$ cat src/rtl/gpio_bank_pkg.sv
package gpio_bank_pkg;

  typedef enum logic [1:0] {
    TRIG_LOW  = 2'b00,
    TRIG_HIGH = 2'b01,
    TRIG_RISE = 2'b10,
    TRIG_FALL = 2'b11
  } trig_e;

  typedef enum logic [3:0] {
    REG_DATA    = 4'd0,
    REG_DIR     = 4'd1,
    REG_PADS    = 4'd2,
    REG_TRIG_LO = 4'd3,
    REG_TRIG_HI = 4'd4,
    REG_MASK    = 4'd5,
    REG_STATUS  = 4'd6,
    REG_BOTH    = 4'd7,
    REG_SET     = 4'd8,
    REG_CLR     = 4'd9,
    REG_TGL     = 4'd10
  } reg_e;

  localparam int unsigned REG_COUNT = 11;
  localparam int unsigned REG_IDX_W = 4;

  typedef struct packed {
    logic wrData;
    logic wrDir;
    logic wrTrigLo;
    logic wrTrigHi;
    logic wrMask;
    logic wrStatus;
    logic wrBoth;
    logic wrSet;
    logic wrClr;
    logic wrTgl;
  } strobe_t;

endpackage

$ cat src/rtl/gpio_bank_ctrl.sv
module gpio_bank_ctrl
  import gpio_bank_pkg::*;
#(
  parameter int unsigned ADDR_W = 4
) (
  input  logic              busWr,
  input  logic [ADDR_W-1:0] busAddr,
  output strobe_t           strobes,
  output reg_e              rdSel,
  output logic              rdValid
);

  logic addrHit;
  reg_e addrIdx;

  assign addrHit = (busAddr < ADDR_W'(REG_COUNT));
  assign addrIdx = reg_e'(busAddr[REG_IDX_W-1:0]);
  assign rdSel   = addrIdx;
  assign rdValid = addrHit;

  always_comb begin
    strobes = '0;
    if (busWr && addrHit) begin
      case (addrIdx)
        REG_DATA:    strobes.wrData   = 1'b1;
        REG_DIR:     strobes.wrDir    = 1'b1;
        REG_TRIG_LO: strobes.wrTrigLo = 1'b1;
        REG_TRIG_HI: strobes.wrTrigHi = 1'b1;
        REG_MASK:    strobes.wrMask   = 1'b1;
        REG_STATUS:  strobes.wrStatus = 1'b1;
        REG_BOTH:    strobes.wrBoth   = 1'b1;
        REG_SET:     strobes.wrSet    = 1'b1;
        REG_CLR:     strobes.wrClr    = 1'b1;
        REG_TGL:     strobes.wrTgl    = 1'b1;
        default:     strobes = '0;
      endcase
    end
  end

endmodule

$ cat src/rtl/gpio_pin_detect.sv
module gpio_pin_detect
  import gpio_bank_pkg::*;
(
  input  logic  clk,
  input  logic  rstN,
  input  logic  syncLvl,
  input  logic  prevLvl,
  input  trig_e trigCode,
  input  logic  bothEdge,
  input  logic  clrReq,
  output logic  statusBit
);

  logic hit;

  always_comb begin
    if (bothEdge) begin
      hit = syncLvl ^ prevLvl;
    end else begin
      case (trigCode)
        TRIG_LOW:  hit = ~syncLvl;
        TRIG_HIGH: hit = syncLvl;
        TRIG_RISE: hit = syncLvl & ~prevLvl;
        TRIG_FALL: hit = ~syncLvl & prevLvl;
        default:   hit = 1'b0;
      endcase
    end
  end

  // a new event wins over a simultaneous clear
  always_ff @(posedge clk or negedge rstN) begin
    if (!rstN) statusBit <= 1'b0;
    else       statusBit <= (statusBit & ~clrReq) | hit;
  end

endmodule

$ cat src/rtl/gpio_bank_datapath.sv
module gpio_bank_datapath
  import gpio_bank_pkg::*;
#(
  parameter int unsigned NUM_PINS = 32
) (
  input  logic                clk,
  input  logic                rstN,
  input  strobe_t             strobes,
  input  reg_e                rdSel,
  input  logic                rdValid,
  input  logic [NUM_PINS-1:0] busWrData,
  output logic [NUM_PINS-1:0] busRdData,
  input  logic [NUM_PINS-1:0] padIn,
  output logic [NUM_PINS-1:0] padOut,
  output logic [NUM_PINS-1:0] padOe,
  output logic                irqLow,
  output logic                irqHigh,
  output logic [NUM_PINS-1:0] statusVec,
  output logic [NUM_PINS-1:0] maskVec
);

  localparam int unsigned HALF   = NUM_PINS / 2;
  localparam int unsigned TRIG_W = 2 * HALF;

  logic [NUM_PINS-1:0] dataQ, dirQ, maskQ, bothQ;
  logic [TRIG_W-1:0]   trigLoQ, trigHiQ;
  logic [NUM_PINS-1:0] sync1Q, sync2Q, prevQ;

  always_ff @(posedge clk or negedge rstN) begin
    if (!rstN) begin
      dataQ   <= '0;
      dirQ    <= '0;
      maskQ   <= '0;
      bothQ   <= '0;
      trigLoQ <= '0;
      trigHiQ <= '0;
    end else begin
      if (strobes.wrData)      dataQ <= busWrData;
      else if (strobes.wrSet)  dataQ <= dataQ | busWrData;
      else if (strobes.wrClr)  dataQ <= dataQ & ~busWrData;
      else if (strobes.wrTgl)  dataQ <= dataQ ^ busWrData;
      if (strobes.wrDir)    dirQ    <= busWrData;
      if (strobes.wrMask)   maskQ   <= busWrData;
      if (strobes.wrBoth)   bothQ   <= busWrData;
      if (strobes.wrTrigLo) trigLoQ <= busWrData[TRIG_W-1:0];
      if (strobes.wrTrigHi) trigHiQ <= busWrData[TRIG_W-1:0];
    end
  end

  always_ff @(posedge clk or negedge rstN) begin
    if (!rstN) begin
      sync1Q <= '0;
      sync2Q <= '0;
      prevQ  <= '0;
    end else begin
      sync1Q <= padIn;
      sync2Q <= sync1Q;
      prevQ  <= sync2Q;
    end
  end

  for (genvar i = 0; i < NUM_PINS; i++) begin : g_pin
    trig_e pinCode;
    if (i < HALF) begin : g_lo
      assign pinCode = trig_e'(trigLoQ[2*i +: 2]);
    end else begin : g_hi
      assign pinCode = trig_e'(trigHiQ[2*(i-HALF) +: 2]);
    end
    gpio_pin_detect i_detect (
      .clk      (clk),
      .rstN     (rstN),
      .syncLvl  (sync2Q[i]),
      .prevLvl  (prevQ[i]),
      .trigCode (pinCode),
      .bothEdge (bothQ[i]),
      .clrReq   (strobes.wrStatus & busWrData[i]),
      .statusBit(statusVec[i])
    );
  end

  always_comb begin
    busRdData = '0;
    if (rdValid) begin
      case (rdSel)
        REG_DATA:    busRdData = dataQ;
        REG_DIR:     busRdData = dirQ;
        REG_PADS:    busRdData = sync2Q;
        REG_TRIG_LO: busRdData[TRIG_W-1:0] = trigLoQ;
        REG_TRIG_HI: busRdData[TRIG_W-1:0] = trigHiQ;
        REG_MASK:    busRdData = maskQ;
        REG_STATUS:  busRdData = statusVec;
        REG_BOTH:    busRdData = bothQ;
        default:     busRdData = '0;
      endcase
    end
  end

  assign padOut  = dataQ;
  assign padOe   = dirQ;
  assign maskVec = maskQ;
  assign irqLow  = |(statusVec[HALF-1:0] & maskQ[HALF-1:0]);
  assign irqHigh = |(statusVec[NUM_PINS-1:HALF] & maskQ[NUM_PINS-1:HALF]);

endmodule

$ cat src/rtl/gpio_irq_bank.sv
module gpio_irq_bank
  import gpio_bank_pkg::*;
#(
  parameter int unsigned NUM_PINS = 32,
  parameter int unsigned ADDR_W   = 4
) (
  input  logic                clk,
  input  logic                rstN,
  input  logic                busWr,
  input  logic [ADDR_W-1:0]   busAddr,
  input  logic [NUM_PINS-1:0] busWrData,
  output logic [NUM_PINS-1:0] busRdData,
  input  logic [NUM_PINS-1:0] padIn,
  output logic [NUM_PINS-1:0] padOut,
  output logic [NUM_PINS-1:0] padOe,
  output logic                irqLow,
  output logic                irqHigh
);

  strobe_t             strobes;
  reg_e                rdSel;
  logic                rdValid;
  logic [NUM_PINS-1:0] statusVec;
  logic [NUM_PINS-1:0] maskVec;

  gpio_bank_ctrl #(.ADDR_W(ADDR_W)) i_ctrl (
    .busWr  (busWr),
    .busAddr(busAddr),
    .strobes(strobes),
    .rdSel  (rdSel),
    .rdValid(rdValid)
  );

  gpio_bank_datapath #(.NUM_PINS(NUM_PINS)) i_dp (
    .clk      (clk),
    .rstN     (rstN),
    .strobes  (strobes),
    .rdSel    (rdSel),
    .rdValid  (rdValid),
    .busWrData(busWrData),
    .busRdData(busRdData),
    .padIn    (padIn),
    .padOut   (padOut),
    .padOe    (padOe),
    .irqLow   (irqLow),
    .irqHigh  (irqHigh),
    .statusVec(statusVec),
    .maskVec  (maskVec)
  );

endmodule

$ cat config.mk
export PLATFORM = sky130hd
export DESIGN_NAME = gpio_irq_bank
export DESIGN_NICKNAME = d
export VERILOG_FILES = /design/src/rtl/gpio_bank_pkg.sv /design/src/rtl/gpio_bank_ctrl.sv /design/src/rtl/gpio_pin_detect.sv /design/src/rtl/gpio_bank_datapath.sv /design/src/rtl/gpio_irq_bank.sv
export SDC_FILE = /design/constraint.sdc
export NUM_CORES = 1
export LEC_CHECK = 0
export ABC_CLOCK_PERIOD_IN_PS = 2200
export BUFFER_PORTS_ARGS = -buffer_cell sky130_fd_sc_hd__buf_2
export CAP_MARGIN = 20
export CORE_MARGIN = 4
export CORE_UTILIZATION = 57
export CTS_CLUSTER_SIZE = 25
export DETAILED_ROUTE_END_ITERATION = 6
export PLACE_DENSITY = 0.74
export SETUP_SLACK_MARGIN = 0.2
export SYNTH_ARGS = -nofsm -noshare
export SYNTH_HDL_FRONTEND = slang
export SYNTH_SLANG_ARGS = --single-unit
$ cat constraint.sdc
create_clock -name clk -period 2.2 [get_ports clk]
set_input_delay 0.44 -clock clk [delete_from_list [all_inputs] [get_ports clk]]
set_output_delay 0.44 -clock clk [all_outputs]
set_load 0.005 [all_outputs]
# Word level (Yosys, flattened, before mapping)
# Cells that the tools add are included.
[word_totals] ff_bits=320 input_bits=71 word_cells=560
[classes] reduce_logical=37 bitwise=294 order_cmp=1 eq_ne=106 muxes=81
[ops] operator="$pmux W32 S8" n=1
[ops] operator="$mux W32" n=5
[ops] operator="$and A1 B1 Y1" n=128
[ops] operator="$eq A2 B2 Y1 const B" n=64
[ops] operator="$pmux W1 S4" n=32
[ops] operator="$not A1 Y1" n=96
[ops] operator="$eq A2 B1 Y1 const B" n=32
[ops] operator="$logic_not A2 Y1" n=32
[ops] operator="$mux W1" n=42
[ops] operator="$and A16 B16 Y16" n=2
[ops] operator="$and A32 B32 Y32" n=1
[ops] operator="$not A32 Y32" n=1
[ops] operator="$or A1 B1 Y1" n=32
[ops] operator="$or A32 B32 Y32" n=1
[ops] operator="$reduce_or A16 Y1" n=2
[ops] operator="$xor A1 B1 Y1" n=32
[ops] operator="$xor A32 B32 Y32" n=1
[ops] operator="$eq A4 B3 Y1 const B" n=4
[ops] operator="$eq A4 B4 Y1 const B" n=3
[ops] operator="$mux W10" n=1
[ops] operator="$eq A4 B2 Y1 const B" n=2
[ops] operator="$eq A4 B1 Y1 const B" n=1
[ops] operator="$logic_not A4 Y1" n=1
[ops] operator="$lt A4 B4 Y1 const B" n=1
[ops] operator="2 further kinds" n=2

# Depth between registers and ports, before layout
# Gate-level depths: netlist of the first run.
[depth] ltp_word=7 mapped_depth=8 mapped_depth_nobuf=6

# Hierarchy
# A second synthesis of the first run with hierarchy kept.
[unflattened] cells_unflattened=1443 area_unflattened_um2=16832.4
[modules_own_cells] module="gpio_bank_datapath" instances=1 area_per_inst_um2=13299.0 cells_each=1069 seq_area_each_um2=7206.9
[modules_own_cells] module="gpio_pin_detect" instances=32 area_per_inst_um2=106.4 cells_each=11 seq_area_each_um2=25.0
[modules_own_cells] module="gpio_bank_ctrl" instances=1 area_per_inst_um2=130.1 cells_each=22 seq_area_each_um2=0.0

# Least setup slack after synthesis of the first run
# Ideal clock, no wire load.
[synth_path] path_type="input -> output" start="input busAddr[2]" end="output busRdData[12]" arrival_ps=1654 slack_ps=106 path_stages=8 cell_sequence="buf_4 nor2b_1 buf_2 and2_1 buf_2 buf_2 a222oi_1 nand3_1"
[synth_between] elab_chain_cells=3 word_cells_on_any_way=11
[synth_rtl] element="start, declared" line="gpio_irq_bank.sv:10" source="input logic [ADDR_W-1:0] busAddr,"
[synth_rtl] element="$eq A4 B3 Y1 (tied with other cells)" line="gpio_bank_datapath.sv:84" source="case (rdSel)"
[synth_rtl] element="$pmux W32 S8" line="gpio_bank_datapath.sv:84"
[synth_rtl] element="$mux W32 *" line="gpio_bank_datapath.sv:83" source="if (rdValid) begin"
[synth_rtl] element="end, declared" line="gpio_irq_bank.sv:12" source="output logic [NUM_PINS-1:0] busRdData,"
# Mark *: on every way between the ends. The rest lies on a longest branch, timed or not.

# Worst setup path in the final report of the first run
[layout_path] start="register i_dp.sync2Q[15]" end="output busRdData[15]"
[layout_between] elab_chain_cells=2
[layout_rtl] element="start, declared" line="gpio_bank_datapath.sv:27" source="logic [NUM_PINS-1:0] sync1Q, sync2Q, prevQ;"
[layout_rtl] element="start signal, assigned" line="gpio_bank_datapath.sv:57" source="sync2Q <= sync1Q;"
[layout_rtl] element="$pmux W32 S8" line="gpio_bank_datapath.sv:84"
[layout_rtl] element="$mux W32" line="gpio_bank_datapath.sv:83"
# Every way passes these cells.

==> results of run 1 <==
==> timing repair <==
action,CTS,global route
gates resized for setup,97,29
endpoints found under the hold margin,45,0
setup buffers,28,24
pin swaps,25,36
hold buffers,1,0
setup endpoints to repair,34,34
==> per-layer routing <==
layer / vias up / global-route usage
met5: - / 0
met4: 2 / 0.1209
met3: 178 / 0.07658
met2: 864 / 0.5079
met1: 6934 / 0.4647
li1: 5903 / -
==> cell families (layout without fill, tap and decap cells) <==
family,count (synthesis),in the layout
and+or+nand+nor,256,256
muxes,214,214
xor gates and xnor gates,30,30
buffers and inverters,244,566
AOI/OAI and AO/OA,287,287
adders and majority gates,128,128
DFF,320,320
==> cell type report <==
type	count	area, um2	area share
sequential	320	8039	0.3830
multi-input combinational	915	7994	0.3808
timing repair buffer	340	2658	0.1266
clock buffer	46	1010	0.04810
inverter	162	608.1	0.02897
tap	384	480.5	0.02289
clock inverter	18	201.4	0.009597
==> layout by cell type (no fill, tap or decap), drive strengths merged, types with 3 or more instances in the layout <==
cell,synthesis,layout
mux2i,41,41
o211ai,72,72
bufinv,0,4
a211oi,37,37
a221oi,16,16
a31oi,31,31
buf,61,339
a32oi,4,4
a21oi,3,3
clkinv,0,12
o21ai,5,5
nor3,9,9
mux2,169,169
clkbuf,21,46
nand4,6,6
xnor2,30,30
nand3b,4,4
nand2,129,129
a22o,21,21
nand3,17,17
dfrtp,320,320
nor2,71,71
a222oi,24,24
a22oi,35,35
nor2b,5,5
and2,4,4
a221o,32,32
inv,162,164
ha,128,128
and3,4,4
mux4,4,4
==> worst paths after layout <==
path / from / to / slack [ns] / cells after the start
setup / recovery: i_dp.sync2Q[15] / busRdData[15] / -0.22 / 6
hold / removal: padIn[7] / i_dp.sync1Q[7] / 0.02 / 1
setup reg to reg: i_dp.padOut[3] / i_dp.padOut[3] / 0.71 / 5
hold reg to reg: i_dp.sync1Q[15] / i_dp.sync2Q[15] / 0.34 / 0
max in group asynchronous: rstN / i_dp.trigHiQ[23] / 1.00 / 3
min in group asynchronous: rstN / i_dp.sync2Q[19] / 0.46 / 2
==> stage by stage <==
| stage | TNS (ns) | setup slack, ns | util |
|---|---|---|---|
| final | -2.111 | -0.2197 | 0.7274 |
| after global routing | -3.207 | -0.2695 | 0.7274 |
| after CTS | -1.278 | -0.2219 | 0.7163 |
| after detailed placement | -8.695 | -0.1944 | 0.6546 |
| after global placement | -6.528 | -0.2122 | 0.6546 |
| after floorplan | 0 | 0.1959 | - |
==> power groups by stage <==
stage          sequential (mW)  combinational (mW)  clock (mW)
2_1_floorplan             7.79                2.25           0
3_5_place_dp              8.37                3.60           0
4_1_cts                   8.29                3.85        6.25
6_report                  8.35                4.03        6.20
5_1_grt                   8.43                4.42        6.50
3_3_place_gp              8.33                3.42           0
==> reports/results.tsv, run 1 <==
metric	value	unit
WP data required	1.76	ns
Port Buffers	168	
chip height	179.3	um
H-tree levels	2	
Die W	179.3	um
Crit. End Element	output pin	
min cycle time layout	2.420	ns
failing checks	design-rule violations, negative setup slack	
top layer in use	met5	
worst hold slack	0.01651	ns
drt wl/cell	24.81	um
RD Place Congestion	0.9288	
via count of the routed design	13880	
Worst setup SP type	flip-flop	
PwrDens	885.0	nW/um2
Seq/Total Area, Yosys	0.4785	
Adder-Cell Fraction of Synth Area	0.09571	
VDD IR max	687.3	uV
critical path arrival	1.98	ns
YS warnings	0	
Placed Area	18890	um2
multiplexer share of the synthesized area	0.1436	
FILL cells	1977	
area share of and/or/nand/nor cells after synthesis	0.06857	
main combinational cell family by area after synthesis	multiplexers	
Ports	169	
Gate power share	0.217	
clock latency reported for the late side of the worst-skew pair	0.53	ns
Worst-path clk slew	0.06	ns
Seq cells post-synth	320	
Die Area	32160	um2
Synth Cell Area	16730	um2
async set-reset flop share out of synthesis	1.000	
Mapped Nets	1678	
Clk network pwr share	0.334	
final wirelength	54.22	mm
count leader, synth	dfrtp_1	
total power	18.58	mW
top cells by area, synth	dfrtp_1 48%, mux2_2 11%, ha_1 9.6%	
number of global-route vias before repair	13400	
initial antenna violation count	2	
largest net degree at the start of global routing	57	
WL met1	21.62	mm
library cells used by synthesis	50	
switching part of the total power	0.3126	
Post-Layout Cell Count	2185	
CP Class	flip-flop to output pin	
Final setup violation count	28	
cts bufs inserted	36	
crit share post-route	1.100	
Syn Inst Count	1479	
Clock Path Buffers	3	
Layout Nets	1974	
DRC viols	16	
first-pass GRT wire length	80.20	mm
Setup Skew	0.01645	ns
First-pass DRT Iterations	7	
Pint	12.77	mW
HP Class	primary input to flip-flop	
RSZ-0062 raised after global routing	yes	
row cnt	62	
final setup margin	-0.2197	ns
fraction of layout cells with a size suffix above 1	0.3576	
Overall Global Routing Usage	0.3309	
P_sw	5.807	mW
DR iter-0 viols	1708	
initial core utilization	0.5799	
Area Growth Syn to Fin	25.44	%
Worst Path Max Fanout	2	
CTS tree	done	
max-slew violations	0	
critical path's top delay family	flip-flops	
crit path cell chain	mux2_4 > and3_4 > a221oi_2 > o211ai_1 > buf_4 > buf_6	
delay of the slowest critical-path stage	0.43	ns
worst-path cell with the longest stage delay	dfrtp_1	
Root Driver	clkbuf_16	
status	finished with violations	
dominant cell type by area after synthesis	dfrtp_1	
routed length on met2	24.39	mm
clk sinks	320	
synth cell count leaders	320 x dfrtp_1, 162 x inv_1, 160 x mux2_2	
DR WL met3	6.015	mm
final instance area	20990	um2
final hold violations	0	
Synth top area share	0.4785	
Slew headroom	0.6468	
Reg power frac	0.449	
number of enable flip-flop cells after synthesis	0	
vias per inst	6.353	
WP buf/inv	2	
HPWL Detailed	38.22	mm
Synth Flop Type	dfrtp_1	
Leak Pwr	9.902	nW
ant diodes	0	
Mapped Avg Cell Area	11.31	um2
core area	28860	um2
Worst Tran Pin Value	0.5298	ns
Max Freq	0.4133	GHz
grt total ovfl	0	
maxcap violations	0	
remaining antenna violation count	0	
DP Cell Count	2068	
area share of xor/xnor cells in the synthesized design	0.01570	
Compound-Gate Fraction of Synth Area	0.1371	
Note: power is estimated with default switching activity, not from simulation.
==> run 2: changes to the inputs <==
--- a/config.mk
+++ b/config.mk
@@ -12,6 +12,7 @@
 export CORE_UTILIZATION = 57
 export CTS_CLUSTER_SIZE = 25
 export DETAILED_ROUTE_END_ITERATION = 6
+export MAX_ROUTING_LAYER = met4
 export PLACE_DENSITY = 0.74
 export SETUP_SLACK_MARGIN = 0.2
 export SYNTH_ARGS = -nofsm -noshare
==> run 2 against run 1 <==
The run still ends with design-rule violations, negative setup slack left; clock skew down 0.0054 ns; worst hold slack improved by 0.011 ns; non-clock buffer count rose by 23; die area unchanged; final cell count increased by 1.1%; sequential cell count stayed put; critical path depth stayed put; first-iteration DRC count is 8.1% higher; critical path type unchanged.
==> reports/results.tsv, run 2 (same netlist as run 1, synthesis figures left out) <==
metric	value	unit
Worst Path Max Fanout	2	
Crit. End Element	output pin	
Die Area	32160	um2
vias per inst	6.334	
largest net degree at the start of global routing	62	
crit share post-route	1.112	
Worst R2R End	i_dp.g_pin[15].i_detect.statusBit	
final hold violations	0	
initial antenna violation count	1	
drt wl/cell	24.75	um
Reg2Reg Launch Point	i_dp.sync2Q[15]	
initial core utilization	0.5799	
failing checks	design-rule violations, negative setup slack	
Slew headroom	0.5815	
DRC viols	14	
remaining antenna violation count	0	
RD Place Congestion	0.9528	
Port Buffers	168	
maxcap violations	0	
RSZ-0062 raised after global routing	yes	
Layout Nets	1998	
cts bufs inserted	36	
Post-Layout Cell Count	2209	
DP Cell Count	2074	
crit path cell chain	mux2_4 > and3_4 > a221oi_2 > o211ai_1 > buf_4 > buf_6	
cells on worst reg2reg path	6	
row cnt	62	
Worst setup SP type	flip-flop	
Worst-path clk slew	0.06	ns
First-pass DRT Iterations	7	
Max Freq	0.4088	GHz
clk sinks	320	
WP data required	1.76	ns
CP Class	flip-flop to output pin	
Area Growth Syn to Fin	26.90	%
clock latency reported for the late side of the worst-skew pair	0.52	ns
min cycle time layout	2.446	ns
chip height	179.3	um
worst-path cell with the longest stage delay	dfrtp_2	
critical path arrival	2.01	ns
WP buf/inv	2	
Root Driver	clkbuf_16	
leading cell types in the layout, fill and taps excluded	303 x dfrtp_1, 162 x buf_2, 159 x inv_1	
first-pass GRT wire length	81.39	mm
HP Class	primary input to flip-flop	
via count of the routed design	13990	
commonest non-fill, non-tap cell in the layout	dfrtp_1	
max-slew violations	0	
H-tree levels	2	
reg2reg setup slack	0.59	ns
Overall Global Routing Usage	0.3455	
DR iter-0 viols	1846	
Ports	169	
Worst setup startpoint	i_dp.sync2Q[15]	
Crit. path cell count	6	
PwrDens	875.1	nW/um2
Clock Path Buffers	3	
number of global-route vias before repair	13570	
Die W	179.3	um
Final setup violation count	26	
CTS tree	done	
final wirelength	54.67	mm
delay of the slowest critical-path stage	0.43	ns
core area	28860	um2
VDD IR max	923.3	uV
final setup margin	-0.2461	ns
grt total ovfl	0	
total power	18.58	mW
critical path's top delay family	flip-flops	
critical path endpoint	busRdData[15]	
fraction of layout cells with a size suffix above 1	0.3640	
Setup Skew	0.01108	ns
Leak Pwr	10.05	nW
status	finished with violations	
HPWL Detailed	38.43	mm
Worst Tran Pin Value	0.6278	ns
run 2: layer usage:
metal	track usage	vias up	part of all wire
met3	0.06861	177	0.11
met4	0.1019	0	0.036
met5	-	-	0
met2	0.5211	890	0.45
li1	-	5965	-
met1	0.4809	6960	0.40
run 2: area by class of cell:
type / instances / area (um2)
Sequential cell: 320 / 8029
Fill cell: 1927 / 7624
Multi-Input combinational cell: 916 / 8016
Antenna cell: 1 / 2.502
Tap cell: 384 / 480.5
Clock buffer: 54 / 1110
Inverter: 162 / 608.1
Timing Repair Buffer: 363 / 2878
Clock inverter: 9 / 110.1
run 2: timing repair:
item	4_1_cts	5_1_grt
endpoints found under the hold margin	47	0
pin swaps	53	36
setup buffers	38	27
hold buffers	1	0
setup endpoints to repair	34	34
gates cloned	4	1
resized for setup	88	44
run 2: where the power goes:
| part | total (mW) | leakage [nW] | internal (mW) | switching (mW) |
|---|---|---|---|---|
| sequential | 8.31 | 3.70 | 6.88 | 1.43 |
| combinational | 4.13 | 5.74 | 2.21 | 1.92 |
| clock | 6.14 | 0.606 | 3.73 | 2.42 |
run 2: worst min path at each step:
stage                          from  slack, ns  cells past startpoint               to
floorplan                      rstN       0.14                      0    i_dp.bothQ[0]
global placement    i_dp.sync1Q[20]       0.33                      0  i_dp.sync2Q[20]
detailed placement  i_dp.sync1Q[31]       0.33                      0  i_dp.sync2Q[31]
CTS                       padIn[24]       0.01                      1  i_dp.sync1Q[24]
global route              padIn[19]       0.01                      1  i_dp.sync1Q[19]
finish                    padIn[23]       0.03                      1  i_dp.sync1Q[23]
run 2: metrics by stage:
| step | instance area (um2) | hold slack (ns) | setup slack [ns] | utilization | TNS (ns) |
|---|---|---|---|---|---|
| after floorplan | 16760 | 0.1444 | 0.1959 | - | 0 |
| after global placement | 18930 | 0.3316 | -0.1924 | 0.6561 | -12.66 |
| after detailed placement | 18930 | 0.3347 | -0.2338 | 0.6561 | -13.89 |
| after CTS | 20860 | 0.01194 | -0.1951 | 0.7227 | -1.223 |
| after global routing | 21230 | 0.01250 | -0.2861 | 0.7358 | -3.524 |
| final | 21230 | 0.02773 | -0.2461 | 0.7358 | -2.302 |
run 2: worst register-to-register path, cell delays in order (launching register included):
cell	delay, ns
dfrtp_2	0.43
buf_4	0.14
buf_4	0.14
ha_1	0.19
a211oi_1	0.24
a211oi_1	0.09
a221o_1	0.27
==> run 3: changes to the inputs <==
--- a/config.mk
+++ b/config.mk
@@ -5,7 +5,7 @@
 export SDC_FILE = /design/constraint.sdc
 export NUM_CORES = 1
 export LEC_CHECK = 0
-export ABC_CLOCK_PERIOD_IN_PS = 2200
+export ABC_CLOCK_PERIOD_IN_PS = 3100
 export BUFFER_PORTS_ARGS = -buffer_cell sky130_fd_sc_hd__buf_2
 export CAP_MARGIN = 20
 export CORE_MARGIN = 4
==> constraint.sdc (replaced) <==
create_clock -name clk -period 3.1 [get_ports clk]
set_input_delay 0.62 -clock clk [delete_from_list [all_inputs] [get_ports clk]]
set_output_delay 0.62 -clock clk [all_outputs]
set_load 0.005 [all_outputs]
==> run 3 against run 2 <==
The flow now finishes without violations; clock skew increased by 0.018 ns; clock power decreased by 31%; die area unchanged; critical path type is now primary input to output pin; largest cell class unchanged; largest power group unchanged; highest routed layer unchanged.
==> reports/results.tsv, run 3 (same netlist as run 1, synthesis figures left out) <==
metric	value	unit
status	completed	
HP Class	primary input to async pin	
crit path cell chain	clkbuf_4 > and2_1 > buf_4 > a22o_1 > a222oi_1 > nand3_1 > buf_2	
Worst-path clk slew	0.06	ns
VDD IR max	523.2	uV
WP data required	2.48	ns
Worst setup SP type	primary input	
Die W	179.3	um
First-pass DRT Iterations	6	
RSZ-0062 raised after global routing	no	
Overall Global Routing Usage	0.3254	
Hold-fix buffers, CTS	0	
core area	28860	um2
CP Class	primary input to output pin	
max-slew violations	0	
cts bufs inserted	35	
maxcap violations	0	
leading cell types in the layout, fill and taps excluded	320 x dfrtp_1, 164 x buf_2, 162 x inv_1	
H-tree levels	2	
clk sinks	320	
initial core utilization	0.5799	
Worst Path Max Fanout	10	
FF/Latch Area	8008	um2
largest net degree at the start of global routing	78	
Die Area	32160	um2
min cycle time layout	2.906	ns
remaining antenna violation count	0	
DR iter-0 viols	1611	
Worst Tran Pin Value	0.6512	ns
final hold violations	0	
Ports	169	
worst-path cell with the longest stage delay	a222oi_1	
chip height	179.3	um
Max Freq	0.3441	GHz
critical path arrival	2.29	ns
PwrDens	652.4	nW/um2
clock latency reported for the late side of the worst-skew pair	0.53	ns
TNS Setup	0	ns
row cnt	62	
Port Buffers	168	
fraction of layout cells with a size suffix above 1	0.2721	
crit share post-route	0.9374	
drt wl/cell	24.51	um
CTS tree	done	
Leak Pwr	9.113	nW
grt total ovfl	0	
vias per inst	6.390	
Clock Path Buffers	3	
delay of the slowest critical-path stage	0.40	ns
final wirelength	50.69	mm
total power	12.67	mW
RD Place Congestion	0.9396	
initial antenna violation count	1	
Layout Nets	1858	
Area Growth Syn to Fin	16.05	%
Slew headroom	0.5658	
HPWL Detailed	36.21	mm
Crit. End Element	output pin	
Final setup violation count	0	
commonest non-fill, non-tap cell in the layout	dfrtp_1	
first-pass GRT wire length	77.09	mm
via count of the routed design	13210	
number of global-route vias before repair	12980	
fin util	0.6729	
multi-input combinational cell area	7750	um2
Setup Skew	0.02873	ns
DRC viols	0	
FILL cells	2206	
Root Driver	clkbuf_16	
[run 3: per-layer routing]
layer,vias to the layer above,share of wire,global-route usage
met2,790,0.45,0.4772
met4,0,0.035,0.1066
met1,6598,0.40,0.4533
li1,5672,-,-
met5,-,0,-
met3,154,0.12,0.07428
[run 3: final cells by class]
cell class / count / area share
inverter: 162 / 0.03131
clock inverter: 16 / 0.009472
multi-input combinational: 915 / 0.3991
clock buffer: 45 / 0.05019
antenna: 1 / 0.0001289
timing repair buffer: 225 / 0.07268
tap: 384 / 0.02474
sequential: 320 / 0.4124
[run 3: per-stage QoR]
stage / setup slack (ns) / hold WS, ns / instances / cell area, um2
3_3_place_gp: 0.1927 / 0.3321 / 2004 / 18210
5_1_grt: 0.2024 / 0.1437 / 2067 / 19420
6_report: 0.1941 / 0.1035 / 2068 / 19420
2_1_floorplan: 0.6459 / 0.3244 / 1479 / 16730
3_5_place_dp: 0.1871 / 0.3347 / 2004 / 18210
4_1_cts: 0.2072 / 0.1182 / 2065 / 19370
[run 3: what timing repair did]
| item | 4_1_cts | 5_1_grt |
|---|---|---|
| resized for setup | 1 | 6 |
| endpoints found under the setup margin | 2 | 11 |
| pin swaps | 0 | 4 |
| setup buffers | 0 | 2 |
[run 3: path summary, 6_finish.rpt]
kind                                        end  cells past startpoint  slack [ns]            start
max in group asynchronous         i_dp.prevQ[8]                      2        2.13             rstN
worst max-delay path              busRdData[26]                      7        0.19       busAddr[1]
worst min register to register  i_dp.sync2Q[23]                      0        0.35  i_dp.sync1Q[23]
worst max register to register   i_dp.padOut[3]                      5        1.59   i_dp.padOut[3]
min in group clk                 i_dp.sync1Q[3]                      1        0.20         padIn[3]
worst min-delay path             i_dp.padOut[9]                      1        0.10             rstN
[run 3: power by group]
part / switching (mW) / internal [mW]
Sequential: 1.05 / 4.88
Clock: 1.75 / 2.49
Combinational: 1.18 / 1.32
[run 3: critical path, delay by kind of cell]
kind	cells	cell delay, ns
and+or+nand+nor	2	0.46
AOI/OAI and AO/OA	2	0.63
buffers and inverters	3	0.58
